<file path="src/rtl/evstat_pkg.sv">
package evstat_pkg;
  localparam int EV_W       = 8;
  localparam int BIT_PON    = 7;
  localparam int BIT_CMD    = 5;
  localparam int BIT_EXE    = 4;
  localparam int BIT_VTO    = 3;
  localparam int BIT_QRY    = 2;
  localparam int BIT_OPC    = 0;
  localparam int SB_SUMMARY = 5;

  localparam logic [EV_W-1:0] EV_RESET = EV_W'(1) << BIT_PON;
  localparam logic [EV_W-1:0] EV_LIVE  = (EV_W'(1) << BIT_PON) | (EV_W'(1) << BIT_CMD) |
                                         (EV_W'(1) << BIT_EXE) | (EV_W'(1) << BIT_VTO) |
                                         (EV_W'(1) << BIT_QRY) | (EV_W'(1) << BIT_OPC);

  typedef struct packed {
    logic cmd;
    logic exe;
    logic vto;
    logic qry;
    logic opc;
  } ev_pulse_t;

  // Map the per-cycle pulses onto their event bit positions.
  function automatic logic [EV_W-1:0] evs_set_vec(input ev_pulse_t p);
    logic [EV_W-1:0] v;
    v          = '0;
    v[BIT_CMD] = p.cmd;
    v[BIT_EXE] = p.exe;
    v[BIT_VTO] = p.vto;
    v[BIT_QRY] = p.qry;
    v[BIT_OPC] = p.opc;
    return v & EV_LIVE;
  endfunction

  function automatic logic evs_summary(input logic [EV_W-1:0] ev, input logic [EV_W-1:0] en);
    return |(ev & en);
  endfunction

  function automatic logic [EV_W-1:0] evs_status_byte(input logic summary);
    logic [EV_W-1:0] v;
    v             = '0;
    v[SB_SUMMARY] = summary;
    return v;
  endfunction
endpackage

</file>
<file path="src/rtl/evstat_slot.sv">
module evstat_slot
  import evstat_pkg::*;
(
  input  logic            clk,
  input  logic            rst_n,
  input  ev_pulse_t       pulse_i,
  input  logic            clr_i,
  input  logic            en_wr_i,
  input  logic [EV_W-1:0] wdata_i,
  output logic [EV_W-1:0] ev_q_o,
  output logic [EV_W-1:0] en_q_o,
  output logic            summary_o
);
  logic [EV_W-1:0] ev_q;
  logic [EV_W-1:0] en_q;
  logic [EV_W-1:0] set_vec;
  logic [EV_W-1:0] ev_kept;

  assign set_vec = evs_set_vec(pulse_i);
  assign ev_kept = clr_i ? '0 : ev_q;

  always_ff @(posedge clk or negedge rst_n) begin
    if (!rst_n) begin
      ev_q <= EV_RESET;
    end else begin
      ev_q <= (ev_kept | set_vec) & EV_LIVE;
    end
  end

  always_ff @(posedge clk or negedge rst_n) begin
    if (!rst_n) begin
      en_q <= '0;
    end else if (en_wr_i) begin
      en_q <= wdata_i;
    end
  end

  assign ev_q_o    = ev_q;
  assign en_q_o    = en_q;
  assign summary_o = evs_summary(ev_q, en_q);

  // Without a clearing read no event bit may drop (also keeps other instances intact).
  assert_sticky_R2: assert property (@(posedge clk) disable iff (!rst_n)
    !clr_i |=> ((ev_q & $past(ev_q)) == $past(ev_q)));

  // A pulse always lands, even when it meets a clearing read.
  assert_pulse_lands_R6: assert property (@(posedge clk) disable iff (!rst_n)
    (set_vec != '0) |=> ((ev_q & $past(set_vec)) == $past(set_vec)));

  assert_clear_empties_R5: assert property (@(posedge clk) disable iff (!rst_n)
    (clr_i && set_vec == '0) |=> (ev_q == '0));

  assert_unused_zero_R3: assert property (@(posedge clk) disable iff (!rst_n)
    (ev_q[6] == 1'b0) && (ev_q[1] == 1'b0));

  assert_mask_hold_R7: assert property (@(posedge clk) disable iff (!rst_n)
    !en_wr_i |=> $stable(en_q));
endmodule

</file>
<file path="src/rtl/evstat_decode.sv">
module evstat_decode #(
  parameter int NUM_INST = 3,
  parameter int IDX_W    = 2
) (
  input  logic [IDX_W-1:0]    sel_i,
  input  logic                ev_rd_i,
  input  logic                en_wr_i,
  output logic [NUM_INST-1:0] clr_vec_o,
  output logic [NUM_INST-1:0] wr_vec_o,
  output logic                sel_ok_o
);
  logic [NUM_INST-1:0] hit;

  for (genvar i = 0; i < NUM_INST; i++) begin : g_hit
    assign hit[i]       = (sel_i == IDX_W'(i));
    assign clr_vec_o[i] = hit[i] & ev_rd_i;
    assign wr_vec_o[i]  = hit[i] & en_wr_i;
  end

  assign sel_ok_o = |hit;

  always_comb begin
    assert_one_target_R8: assert ($onehot0(clr_vec_o) && $onehot0(wr_vec_o));
  end
endmodule

</file>
<file path="src/rtl/evstat_rdmux.sv">
module evstat_rdmux
  import evstat_pkg::*;
#(
  parameter int NUM_INST = 3,
  parameter int IDX_W    = 2
) (
  input  logic [IDX_W-1:0]               sel_i,
  input  logic                           ev_rd_i,
  input  logic                           en_rd_i,
  input  logic                           stb_rd_i,
  input  logic [NUM_INST-1:0][EV_W-1:0]  ev_arr_i,
  input  logic [NUM_INST-1:0][EV_W-1:0]  en_arr_i,
  input  logic [NUM_INST-1:0]            sum_vec_i,
  output logic [EV_W-1:0]                rdata_o
);
  always_comb begin
    rdata_o = '0;
    for (int i = 0; i < NUM_INST; i++) begin
      if (sel_i == IDX_W'(i)) begin
        if (ev_rd_i) begin
          rdata_o = ev_arr_i[i];
        end else if (en_rd_i) begin
          rdata_o = en_arr_i[i];
        end else if (stb_rd_i) begin
          rdata_o = evs_status_byte(sum_vec_i[i]);
        end
      end
    end
  end
endmodule

</file>
<file path="src/rtl/evstat_top.sv">
module evstat_top
  import evstat_pkg::*;
#(
  parameter  int NUM_INST = 3,
  localparam int IDX_W    = (NUM_INST > 1) ? $clog2(NUM_INST) : 1
) (
  input  logic                clk,
  input  logic                rst_n,
  input  logic [NUM_INST-1:0] cmd_err_i,
  input  logic [NUM_INST-1:0] exe_err_i,
  input  logic [NUM_INST-1:0] vto_err_i,
  input  logic [NUM_INST-1:0] qry_err_i,
  input  logic [NUM_INST-1:0] opc_req_i,
  input  logic [IDX_W-1:0]    host_sel_i,
  input  logic                host_ev_rd_i,
  input  logic                host_en_wr_i,
  input  logic                host_en_rd_i,
  input  logic                host_stb_rd_i,
  input  logic [7:0]          host_wdata_i,
  output logic [7:0]          host_rdata_o,
  output logic [NUM_INST-1:0] summary_o
);
  logic [NUM_INST-1:0]           clr_vec;
  logic [NUM_INST-1:0]           wr_vec;
  logic                          sel_ok;
  logic [NUM_INST-1:0][EV_W-1:0] ev_arr;
  logic [NUM_INST-1:0][EV_W-1:0] en_arr;
  logic                          any_rd;

  evstat_decode #(.NUM_INST(NUM_INST), .IDX_W(IDX_W)) u_decode (
    .sel_i     (host_sel_i),
    .ev_rd_i   (host_ev_rd_i),
    .en_wr_i   (host_en_wr_i),
    .clr_vec_o (clr_vec),
    .wr_vec_o  (wr_vec),
    .sel_ok_o  (sel_ok)
  );

  for (genvar i = 0; i < NUM_INST; i++) begin : g_slot
    ev_pulse_t pulse;
    assign pulse = '{cmd: cmd_err_i[i], exe: exe_err_i[i], vto: vto_err_i[i],
                     qry: qry_err_i[i], opc: opc_req_i[i]};

    evstat_slot u_slot (
      .clk       (clk),
      .rst_n     (rst_n),
      .pulse_i   (pulse),
      .clr_i     (clr_vec[i]),
      .en_wr_i   (wr_vec[i]),
      .wdata_i   (host_wdata_i),
      .ev_q_o    (ev_arr[i]),
      .en_q_o    (en_arr[i]),
      .summary_o (summary_o[i])
    );
  end

  evstat_rdmux #(.NUM_INST(NUM_INST), .IDX_W(IDX_W)) u_rdmux (
    .sel_i     (host_sel_i),
    .ev_rd_i   (host_ev_rd_i),
    .en_rd_i   (host_en_rd_i),
    .stb_rd_i  (host_stb_rd_i),
    .ev_arr_i  (ev_arr),
    .en_arr_i  (en_arr),
    .sum_vec_i (summary_o),
    .rdata_o   (host_rdata_o)
  );

  assign any_rd = host_ev_rd_i | host_en_rd_i | host_stb_rd_i;

  assert_oob_quiet_R9: assert property (@(posedge clk) disable iff (!rst_n)
    !sel_ok |-> (host_rdata_o == 8'h00));

  assert_no_strobe_zero_R10: assert property (@(posedge clk) disable iff (!rst_n)
    !any_rd |-> (host_rdata_o == 8'h00));

  assert_status_shape_R4: assert property (@(posedge clk) disable iff (!rst_n)
    (host_stb_rd_i && !host_ev_rd_i && !host_en_rd_i) |-> ((host_rdata_o & 8'hDF) == 8'h00));
endmodule

</file>
<file path="config.mk">
export PLATFORM = sky130hd
export DESIGN_NAME = evstat_top
export DESIGN_NICKNAME = d
export VERILOG_FILES = /design/src/rtl/evstat_pkg.sv /design/src/rtl/evstat_slot.sv /design/src/rtl/evstat_decode.sv /design/src/rtl/evstat_rdmux.sv /design/src/rtl/evstat_top.sv
export SDC_FILE = /design/constraint.sdc
export NUM_CORES = 1
export LEC_CHECK = 0
export ABC_AREA = 1
export BUFFER_PORTS_ARGS = -buffer_cell sky130_fd_sc_hd__buf_2
export CORE_MARGIN = 2
export CORE_UTILIZATION = 45
export DETAILED_ROUTE_END_ITERATION = 10
export PLACE_DENSITY = 0.67
export SYNTH_ARGS = -nofsm -noshare
export SYNTH_HDL_FRONTEND = slang
export SYNTH_SLANG_ARGS = --single-unit
</file>
<file path="constraint.sdc">
create_clock -name clk -period 1.25 [get_ports clk]
set_input_delay 0 -clock clk [delete_from_list [all_inputs] [get_ports clk]]
set_output_delay 0 -clock clk [all_outputs]
set_load 0.01 [all_outputs]
</file>
Word level (Yosys, flattened, before mapping)
Index checks and enable logic that the tools add are counted.
{"block": "op_classes", "n_eq_ne": 2, "mux": 15, "bitwise_logic": 12, "reduce_logical": 4}
{"operator": "$mux 8", "n": 14}
{"operator": "$and 8x8->8", "n": 3}
{"operator": "$or 8x6->8", "n": 3}
{"operator": "$reduce_or 8->1", "n": 3}
{"operator": "$and 1x1->1", "n": 6}
{"operator": "$mux 6", "n": 1}
{"operator": "$eq 2x1->1 const B", "n": 1}
{"operator": "$eq 2x2->1 const B", "n": 1}
{"operator": "$logic_not 2->1", "n": 1}
{"block": "totals", "reg_bits": 42, "input_bits": 31, "output_inout_bits": 11, "elab_cells": 39}

Logic depth before layout (Yosys ltp)
{"block": "logic_depth", "word_depth": 14, "depth_mapped": 9, "ltp_nobuf": 8}

Hierarchy
A second synthesis with hierarchy kept.
{"block": "hier_totals", "cells_unflattened": 332, "area_unflattened_um2": 2367.3}
{"mod": "evstat_slot", "n_inst": 3, "cells_each": 66, "area_per_inst_um2": 590.6, "seq_area_each_um2": 351.6}
{"mod": "evstat_rdmux", "n_inst": 1, "cells_each": 120, "area_per_inst_um2": 543.0, "seq_area_each_um2": 0.0}
{"mod": "evstat_decode", "n_inst": 1, "cells_each": 14, "area_per_inst_um2": 52.6, "seq_area_each_um2": 0.0}

Worst setup path before layout
Ideal clock, no wire load.
{"block": "synth_timing", "kind": "reg-to-output", "from": "register g_slot[2].u_slot.ev_q[7]", "to": "output port host_rdata_o[5]", "arrival_ps": 974, "required_ps": 1250, "path_slack_ps": 276, "path_stages_with_launch": 9, "path_buffers": 0, "cell_sequence": "dfstp_2 > nand2_1 > nand2_1 > nor2_1 > nand2_1 > nand2_1 > nand2_1 > nand2_1 > nand3_1"}
{"block": "synth_via", "elab_chain_cells": 6}
{"element": "from (decl)", "line": "evstat_slot.sv:14", "rtl": "logic [EV_W-1:0] ev_q;"}
{"element": "from (signal assigned)", "line": "evstat_slot.sv:26", "rtl": "ev_q <= (ev_kept | set_vec) & EV_LIVE;"}
{"element": "$and 8x8->8", "line": "evstat_pkg.sv:37", "rtl": "return |(ev & en);"}
{"element": "$reduce_or 8->1", "line": "evstat_pkg.sv:37"}
{"element": "named net g_slot[2].u_slot.summary_o", "line": "evstat_slot.sv:12", "rtl": "output logic summary_o"}
{"element": "$mux 8", "line": "evstat_rdmux.sv:24", "rtl": "end else if (stb_rd_i) begin"}
{"element": "$mux 8", "line": "evstat_rdmux.sv:22", "rtl": "end else if (en_rd_i) begin"}
{"element": "$mux 8", "line": "evstat_rdmux.sv:20", "rtl": "if (ev_rd_i) begin"}
{"element": "$mux 8", "line": "evstat_rdmux.sv:19", "rtl": "if (sel_i == IDX_W'(i)) begin"}
{"element": "to (decl)", "line": "evstat_top.sv:20", "rtl": "output logic [7:0] host_rdata_o,"}
The timed path passes the listed nets, and every way through them passes these cells.

Worst setup path after layout
{"block": "layout_timing", "from": "register g_slot[2].u_slot.ev_q[7]", "to": "output port host_rdata_o[5]"}
{"block": "layout_via", "elab_chain_cells": 6}
{"element": "$and 8x8->8", "line": "evstat_pkg.sv:37"}
{"element": "$reduce_or 8->1", "line": "evstat_pkg.sv:37"}
{"element": "$mux 8", "line": "evstat_rdmux.sv:24"}
{"element": "$mux 8", "line": "evstat_rdmux.sv:22"}
{"element": "$mux 8", "line": "evstat_rdmux.sv:20"}
{"element": "$mux 8", "line": "evstat_rdmux.sv:19"}
No other way between the ends.

==> key figures <==
Worst setup path
  – CP startpoint kind: flop
  – Critical Path Max Stage Delay: 0.54 ns
  – Worst EP required: 1.25 ns
  – Crit-path leading delay family: flip-flops
  – Critical path type: flop to output pin
  – Cell mode on critical path: nand2_1
  – Critical-path top delay cell: dfstp_2
  – Reg2reg path depth: 4
  – Crit-path max FO: 3
  – Cell depth of the worst setup path: 9
  – Bufs and invs on worst path: 1
  – CP Capture Type: output pin
  – Critical path, cell by cell: nand2_1 -> nand2_1 -> nor2_1 -> nand2_1 -> nand2_1 -> nand2_1 -> nand2_1 -> nand3_2 -> buf_6
  – WP data arrival: 1.39 ns

Clocking
  – H-tree depth: 2
  – Root buf cell: clkbuf_8
  – Clock Sinks: 42
  – Worst skew pair latency: 0.28 ns
  – Largest buffer count on any clock path: 2
  – Clk slew on worst S/H paths: 0.08 ns
  – CTS Buf Count: 5
  – CTS tree: built

Timing
  – Final TNS setup: -0.2667 ns
  – Slew @ Worst Pin: 0.4812 ns
  – Final Skew: 0 ns
  – Final hold violation count: 0
  – Final hold slack: 0.003348 ns
  – Final min period: 1.392 ns
  – RSZ-0062 raised after global routing: true
  – Slew HR: 67.92%
  – Final period util: 111.4%
  – Max Fclk: 0.7182 GHz
  – Final setup viols: 4
  – Final worst slack: -0.1423 ns
  – Final slew viol count: 0

Routing
  – Routed WL per cell: 13.69 µm
  – Final WL: 5285 µm
  – Initial DRC Count: 146
  – # DRC: 0
  – Routed via count: 1916
  – Final ANT Viol Nets: 0
  – Vias per cell: 4.964
  – DRT Pass-1 Iters: 5

Cells and area
  – P&R area growth vs syn: 29.79%
  – Layout cell share with drive strength beyond 1: 30.12%
  – Ant diodes: 0
  – Layout Nets: 362

Floorplan
  – Initial core utilization: 46.19%
  – Row count: 25
  – DIE WIDTH: 73.40 µm
  – Die ar.: 0.005387 mm²
  – Core region area: 0.004692 mm²
  – Vert. Die Dim: 73.40 µm
  – # IOs: 42

Synth
  – Post-synthesis compound-gate area fraction: 20.03%
  – Syn avg cell area: 8.335 µm²
  – Mux contribution to synthesized area: 0%
  – Seq/Total Area, Yosys: 48.67%
  – Post-Syn Area: 0.002167 mm²
  – Synth Area in XOR/XNOR: 0%
  – Yosys warning count: 0
  – Simple logic cell fraction of the synthesized area: 21.48%
  – Largest family of logic cells by synthesized area: simple AND/OR/NAND/NOR gates
  – Mapped Cells: 260
  – Synthesized Nets: 291
  – Synth Area in Adders: 0%
  – Post-synth cell types: 26
  – Synth Register Bits: 42

Outcome
  – Status: complete, but fails checks
  – Violated checks: negative setup slack

GRT
  – Largest net degree at the start of global routing: 21
  – First-pass GRT wire length: 8556 µm
  – Initial antenna violation count: 0
  – Number of global-route vias before repair: 1788
  – Global router's overall resource usage: 20.90%
  – Gr ovfl total: 0

Place
  – Detail Placement HPWL: 3840 µm
  – # port buffers: 41
  – Final Wtd Congestion: 0.8591

Worst hold path
  – Hold WC Path Type: input port to flop
  – Min-Delay Path Depth: 3

Pwr
  – Switching share of power: 28.96%
  – Pleak: 1.543 nW
  – Sw power: 0.0009422 W
  – Clock power frac: 27.1%
  – Internal Dissipation: 0.002311 W
  – VDD IR-drop max: 0.0004987 V
  – Seq pwr share: 49.9%
  – Comb pwr share: 23.0%
  – Pwr/cell area: 1157 mW/mm²

Job
  – Max_cap viols: 0
synth_stat cells, drive strengths merged:
library cell  number  area, µm²
nand2             91      366.6
a22o               1      8.760
a31oi              1      6.260
a21o               2      15.01
nor3b              1      7.510
o21bai            13      97.59
dfstp              3      78.83
o21ai             36      240.2
o31ai              1      7.510
a32oi              3      26.28
a21oi              3      15.01
inv               39      146.4
nor3               2      10.01
nand3              6      30.03
nor2               9      51.30
buf                8      66.31
o2111ai            2      17.52
dfrtp             39      975.9
per-layer routing:
metal	part of all wire (%)	vias to the layer above	GRT usage (%)
li1	-	970	-
met3	6.1	5	3.841
met1	45	883	29.11
met5	0	-	0
met4	0.68	0	5.051
met2	48	58	33.93
worst register-to-register path, delay by kind of cell, from the launching register on:
family / cells / cell delay (ns)
buffers and inverters: 2 / 0.27
AOI/OAI and AO/OA: 1 / 0.05
DFF: 1 / 0.43
and+or+nand+nor: 1 / 0.07
layout by cell type (no fill, tap or decap), types with 2 or more instances in the layout:
cell,count
buf_4,11
dfstp_2,3
o21ai_0,13
nor2_4,2
a21o_1,2
inv_1,35
dfrtp_1,39
a21oi_2,2
nor3_1,2
nand3_1,5
buf_12,2
inv_2,4
o21ai_1,4
buf_6,4
a32oi_1,3
buf_2,39
o21bai_1,13
nand2_4,3
nor2_1,6
dlygate4sd3_1,16
clkbuf_8,6
nand2_1,87
o21ai_2,19
state kept, by name, summed over array words and instances, names as in the netlist:
signal / flops
g_slot.u_slot.ev_q_o: 18
g_slot.u_slot.en_q_o: 24
cell families (layout without fill, tap and decap cells):
family / after synthesis / after routing
simple gates: 109 / 109
compound gates: 62 / 62
buf+inv: 47 / 119
flops: 42 / 42
final timing paths:
| path | startpoint | end | slack (ns) |
|---|---|---|---|
| setup / recovery | g_slot[2].u_slot.ev_q_o[7]$_DFFE_PN1P_ | host_rdata_o[5] | -0.14 |
| hold / removal | host_wdata_i[1] | g_slot[2].u_slot.en_q_o[1]$_DFFE_PN0P_ | 0.003 |
| setup reg to reg | g_slot[1].u_slot.en_q_o[3]$_DFFE_PN0P_ | g_slot[1].u_slot.en_q_o[3]$_DFFE_PN0P_ | 0.33 |
| hold reg to reg | g_slot[2].u_slot.ev_q_o[7]$_DFFE_PN1P_ | g_slot[2].u_slot.ev_q_o[7]$_DFFE_PN1P_ | 0.47 |
| max in group asynchronous | rst_n | g_slot[1].u_slot.ev_q_o[7]$_DFFE_PN1P_ | 0.51 |
| min in group asynchronous | rst_n | g_slot[1].u_slot.ev_q_o[3]$_DFF_PN0_ | 0.20 |
repair_timing:
item | in CTS | in global routing
gates cloned | 0 | 0
hold buffers | 16 | 0
hold endpoints to repair | 31 | 0
resized for setup | 7 | 13
endpoints found under the setup margin | 4 | 9
pin swaps | 6 | 18
setup buffers | 2 | 6
final cells by class:
class	instances	area, µm²
Clock buffer	7	86.33
Clock inverter	1	5.005
Fill cell	428	1879
Inverter	39	146.4
Multi-Input combinational cell	171	929.6
Sequential cell	42	1055
Tap cell	54	67.56
Timing Repair Buffer	72	523.0
power by group through the flow:
stage	clock [W]	sequential (W)	combinational (W)
detailed placement	0	0.00165	0.000622
floorplan	0	0.00161	0.000430
CTS	0.000908	0.00162	0.000693
global placement	0	0.00164	0.000612
finish	0.000883	0.00162	0.000747
global route	0.000991	0.00164	0.000847
metrics by stage:
step / worst slack [ns] / cells / total power, W / instance area, µm² / util (%)
after CTS: -0.1778 / 380 / 0.003220 / 2731 / 58.21
after floorplan: 0.2759 / 260 / 0.002038 / 2167 / -
after global routing: -0.2804 / 386 / 0.003478 / 2813 / 59.95
after global placement: 0.1625 / 354 / 0.002254 / 2451 / 52.24
final: -0.1423 / 386 / 0.003253 / 2813 / 59.95
after detailed placement: 0.1386 / 354 / 0.002268 / 2451 / 52.24
No activity file was read; power rests on OpenSTA's default activity.
